File: src/rtl/br_resolve_id.sv
module br_resolve_id #(
  parameter int XLEN     = 32,
  parameter int IMMW     = 16,
  parameter bit BYTE_OFS = 1'b0
) (
  input  logic            clk,
  input  logic            rst_n,
  input  logic            id_valid,
  input  logic            id_stall,
  input  logic [1:0]      br_kind,
  input  logic [XLEN-1:0] op_a,
  input  logic [XLEN-1:0] op_b,
  input  logic [XLEN-1:0] pc_plus4,
  input  logic [IMMW-1:0] imm,
  output logic            redirect,
  output logic [XLEN-1:0] next_pc,
  output logic [XLEN-1:0] br_target,
  output logic            flush_ifid,
  output logic            slot_bubble
);
  localparam int SH = BYTE_OFS ? 0 : 2;
  localparam logic [1:0] K_EQ = 2'b01;
  localparam logic [1:0] K_NZ = 2'b10;

  logic [XLEN-1:0] ofs;
  logic            cond, taken, bub_q;

  assign ofs       = {{(XLEN-IMMW){imm[IMMW-1]}}, imm} << SH;
  assign br_target = pc_plus4 + ofs;

  always_comb begin
    case (br_kind)
      K_EQ:    cond = (op_a == op_b);
      K_NZ:    cond = |op_a;
      default: cond = 1'b0;
    endcase
  end

  assign taken       = id_valid && !id_stall && !bub_q && cond;
  assign redirect    = taken;
  assign flush_ifid  = taken;
  assign next_pc     = taken ? br_target : pc_plus4;
  assign slot_bubble = bub_q;

  always_ff @(posedge clk) begin
    if (!rst_n) bub_q <= 1'b0;
    else        bub_q <= taken;
  end

  p_bubble_follows_r8: assert property (@(posedge clk) disable iff (!rst_n)
    redirect |=> slot_bubble);
  p_bubble_single_r8: assert property (@(posedge clk) disable iff (!rst_n)
    slot_bubble |=> !slot_bubble);
  p_bubble_quiet_r9: assert property (@(posedge clk) disable iff (!rst_n)
    slot_bubble |-> !redirect && !flush_ifid);
  p_stall_quiet_r6: assert property (@(posedge clk) disable iff (!rst_n)
    id_stall |-> !redirect && !flush_ifid);
  p_nonbranch_r7: assert property (@(posedge clk) disable iff (!rst_n)
    (br_kind == 2'b00 || br_kind == 2'b11) |-> !redirect);
  p_invalid_r10: assert property (@(posedge clk) disable iff (!rst_n)
    !id_valid |-> !flush_ifid);
  p_fallthru_r3: assert property (@(posedge clk) disable iff (!rst_n)
    (br_kind == 2'b01 && op_a != op_b) |-> next_pc == pc_plus4);
endmodule

File: config.mk
export PLATFORM = sky130hd
export DESIGN_NAME = br_resolve_id
export DESIGN_NICKNAME = d
export VERILOG_FILES = /design/src/rtl/br_resolve_id.sv
export SDC_FILE = /design/constraint.sdc
export NUM_CORES = 1
export LEC_CHECK = 0
export ABC_CLOCK_PERIOD_IN_PS = 3700
export BUFFER_PORTS_ARGS = -buffer_cell sky130_fd_sc_hd__buf_4
export CAP_MARGIN = 20
export CORE_MARGIN = 2
export CORE_UTILIZATION = 43
export DETAILED_ROUTE_END_ITERATION = 16
export PLACE_DENSITY = 0.94
export SYNTH_ARGS = -nofsm -noshare
export SYNTH_HDL_FRONTEND = slang
export SYNTH_SLANG_ARGS = --single-unit
export TNS_END_PERCENT = 20
File: constraint.sdc
create_clock -name clk -period 3.7 [get_ports clk]
set_input_delay 0.37 -clock clk [delete_from_list [all_inputs] [get_ports clk]]
set_output_delay 0.37 -clock clk [all_outputs]
set_load 0.01 [all_outputs]
## Yosys cells after proc, flatten, opt, wreduce, memory -nomap -nowiden

Cells that the tools add are included.

| storage, ports and cells | value |
|---|---|
| register bits after elaboration | 1 |
| bits of input ports | 118 |
| logic and storage cells | 13 |

| cells by class | value |
|---|---|
| add/subtract/negate cells | 1 |
| eq/ne operators | 3 |
| mux-type cells | 2 |
| reductions and logical operators | 6 |

Operators by type and width:

| operator | count |
|---|---|
| 32-bit adder | 1 |
| 32-bit == test | 1 |
| 32-bit two-way mux | 1 |
| 32-bit OR reduction | 1 |
| 1-bit logical AND | 3 |
| 2-bit by 1-bit == test with 1-bit output, second input constant | 1 |
| 2-bit == test, second input constant | 1 |
| 1-bit zero test | 2 |
| 1-bit case mux with 2 select lines | 1 |

## Logic depth before layout (Yosys ltp)

| logic depth | value |
|---|---|
| depth after elaboration | 5 |
| depth in mapped cells | 11 |
| mapped depth without buffers | 11 |

## Least setup slack after synthesis

No wires, ideal clock.

| timing | value |
|---|---|
| path kind | input to output |
| start point | in pc_plus4[2] |
| end point | out next_pc[26] |
| data arrival time | 2,602 ps |
| data required time | 3,330 ps |
| setup slack | 728 ps |
| stages | 11 |
| buffers on the path | 0 |
| cell sequence | ha_1 inv_1 fa_1 nor2b_1 o2111a_1 o31a_1 a2111oi_2 o31ai_1 nand2_1 o21ai_0 a221oi_1 |

| on the way | value |
|---|---|
| cells in the longest elaborated chain, start to end | 2 |

Ends and longest elaborated chain:

| item | RTL line | RTL |
|---|---|---|
| start: declaration | 13 | `input logic [XLEN-1:0] pc_plus4,` |
| 32-bit adder | 29 | `assign br_target = pc_plus4 + ofs;` |
| 32-bit two-way mux | 42 | `assign next_pc = taken ? br_target : pc_plus4;` |
| end: declaration | 16 | `output logic [XLEN-1:0] next_pc,` |

Every way passes these cells.

## Worst setup path in the final report

| timing | value |
|---|---|
| start point | in imm[15] |
| end point | out next_pc[28] |

| on the way | value |
|---|---|
| cells in the longest elaborated chain, start to end | 2 |

Ends and longest elaborated chain:

| item | RTL line | RTL |
|---|---|---|
| start: declaration | 14 | `input logic [IMMW-1:0] imm,` |
| 32-bit adder | 29 |  |
| 32-bit two-way mux | 42 |  |

Every way passes these cells.

==> impl_metrics.ini <==
[sta]
setup_tns_ns = 0
slew_violations = 0
worst_slew_pin_slew_ns = 0.637
rsz0062_at_grt = no
fin_crit_ns = 3.43
clock_skew_ns = 0
post-route-period-util_pct = 92.7
clock.fmax_mhz = 291
hold_viol = 0
max_slew_margin_pct = 57.3
finalSetupViolations = 0

[global_route]
grt_pass1_vias = 3150
grt_overflow = 0
antenna_found_initial = 0
grt_max_degree = 19
grt_usage_pct = 27.2
grt_first_pass_wirelength_um = 14500

[clock_network]
ctsHoldBuffers = 0
cts_resized = 0
clk_pin_slew_ns = 0
clk_latency_ns = 0
postCtsSetupBuffers = 0

[placed_design]
io_buffers = 178
placed_area_mm2 = 0.00397
gp_congestion = 0.916
hpwlAfterDp_um = 8540

[min_path]
hp-class = input pin to register

[pwr]
leakage_nw = 1.90
comb_power_share_pct = 98.5
p_seq_share_pct = 1.5
p_switching_mw = 0.355
internal_power_mw = 0.375
power_density_mw_per_mm2 = 184
power_frac_clock_pct = 0
vdd_drop_max_mv = 0.0980
switching_share_pct = 48.7

[synth]
syn-num-nets = 504
async_flop_share_pct = 0
synth_fa_ha_area_share_pct = 15.6
syn_area_mm2 = 0.00262
synth_seq_area_share_pct = 0.765
synth-seq-cells = 1
synth_simple_gate_area_share_pct = 20.5
synth_area_leaders = ha_1 (15%), xnor2_1 (13%), mux2_2 (11%)
synth-edff-count = 0
yosysWarnings = 0
synth_area_per_cell_um2 = 7.39
synthXorXnorAreaFrac_pct = 20.1
synthMuxAreaShare_pct = 11.7
yosysTopAreaCell = ha_1
ys_dominant_reg_cell = dfxtp_1
synth_top_area_share_pct = 14.8
synth.distinct_cells = 54
synth_compound_area_share_pct = 25.0
synthCells = 354
synth_top_family_by_area = compound AO/OA/AOI/OAI gates

[run_status]
status = complete, no violations

[cells_and_area]
largest_reg_flops = 1
nFillCells = 512
final_cell_mix = buf_4 (181), xnor2_1 (38), ha_1 (31)
drive_above_1_share_pct = 41.7
syn_to_final_growth_pct = 51.6
n_antenna_cell = 0
mostFrequentLayoutCell = buf_4
nets = 668
final_area_mm2 = 0.00397

[critical_path]
crit_path_end_kind = primary output
crit_chain = buf_4 > ha_1 > a21oi_1 > o21ai_0 > or3b_1 > a2111oi_2 > o311ai_1 > a221oi_2 > xnor2_1 > mux2_4 > buf_4
crit_required_ns = 3.33
critPathMaxFanout = 17
cpMaxStageDelayCell = ha_1
cp_common_cell = buf_4
arrival_ns = 3.06
slowest_delay_ns = 0.39
critPathLaunchType = input pin
path_class = input pin to primary output

[routing]
via_per_inst = 5.70
drc = 0
ant_nets = 0
drtPass1Iterations = 4
vias = 3367
drt_iter0_drc = 153
wl_per_cell_um = 16.8
drt_wl_total_um = 9930

[flow_run]
max_cap_violations = 0

[floorplan]
start_util_pct = 44.5
die_h_um = 82
core_mm2 = 0.00589
std_cell_rows = 28
boundaryPins = 185
fp.dieW_um = 82
die_area_mm2 = 0.00672
-- synth_stat cells, types with 2 or more instances --
cell,n
a211oi_1,4
o31a_1,2
a31oi_1,4
o21ai_0,10
or3b_1,2
a21o_1,9
ha_1,31
and3_1,3
nor4_1,15
o211ai_1,2
inv_1,16
xnor2_1,38
o2111a_1,2
a221oi_1,2
o21bai_1,4
o21a_1,5
nand2b_1,2
xor2_1,22
o31ai_1,4
buf_4,5
mux2_2,25
a2111oi_2,2
a21oi_1,29
nand4_1,15
clkbuf_1,8
buf_2,5
nor2b_1,4
o21ai_1,2
nor2_1,27
nand2_1,19
nand3_1,8
nor3_1,5
o311ai_1,2
-- power by group through the flow --
stage | combinational, mW | sequential, mW | clock (mW)
2_1_floorplan | 0.391 | 0.0113 | 0
3_3_place_gp | 0.696 | 0.0112 | 0
3_5_place_dp | 0.713 | 0.0112 | 0
4_1_cts | 0.716 | 0.0112 | 0
5_1_grt | 0.776 | 0.0112 | 0
6_report | 0.719 | 0.0112 | 0
-- logic make-up (layout without fill, tap and decap cells) --
family                   Yosys count  in the layout
AND/OR/NAND/NOR                  105            105
AO/OA/AOI/OAI                     93             93
XOR/XNOR                          60             60
buffers and inverters             36            198
adder cells (fa/ha/maj)           32             32
multiplexers                      27             27
flip-flops                         1              1
-- stage by stage --
| stage | hold WS [ns] | worst slack [ns] | utilization (%) | instances | total power [mW] |
|---|---|---|---|---|---|
| after floorplan | 0.498 | 0.728 | - | 354 | 0.402 |
| final | 0.587 | 0.269 | 67.4 | 591 | 0.730 |
| after detailed placement | 0.593 | 0.281 | 67.4 | 591 | 0.724 |
| after global placement | 0.595 | 0.333 | 67.4 | 591 | 0.707 |
| after global routing | 0.649 | 0.0662 | 67.4 | 591 | 0.788 |
| after CTS | 0.593 | 0.278 | 67.4 | 591 | 0.728 |
-- layer usage --
layer,global-route usage [%],routed length (µm)
met2,56.7,5370
met1,27.2,3550
met4,7.67,265
met5,0,0
met3,3.63,731
-- worst max-delay path, delay by kind of cell --
family	cells	cell delay, ns
AOI/OAI and AO/OA	5	1.18
adders and majority gates	1	0.39
and+or+nand+nor	1	0.38
buffers and inverters	2	0.32
muxes	1	0.27
xor gates and xnor gates	1	0.14
-- worst paths after layout --
path                                  start           to  slack [ns]  cells past startpoint
worst max-delay path                imm[15]  next_pc[28]        0.27                     11
worst min-delay path                  rst_n  slot_bubble        0.59                      2
worst max register to register  slot_bubble  slot_bubble        1.70                      7
worst min register to register  slot_bubble  slot_bubble        1.24                      5
-- area by class of cell --
class                      count  area [µm²]  area share, %
sequential                     1        20.0          0.505
inverter                      17        63.8           1.61
tap                           75        93.8           2.37
timing repair buffer         181        1360           34.3
multi-input combinational    317        2430           61.2
(Power assumes the default switching activity.)
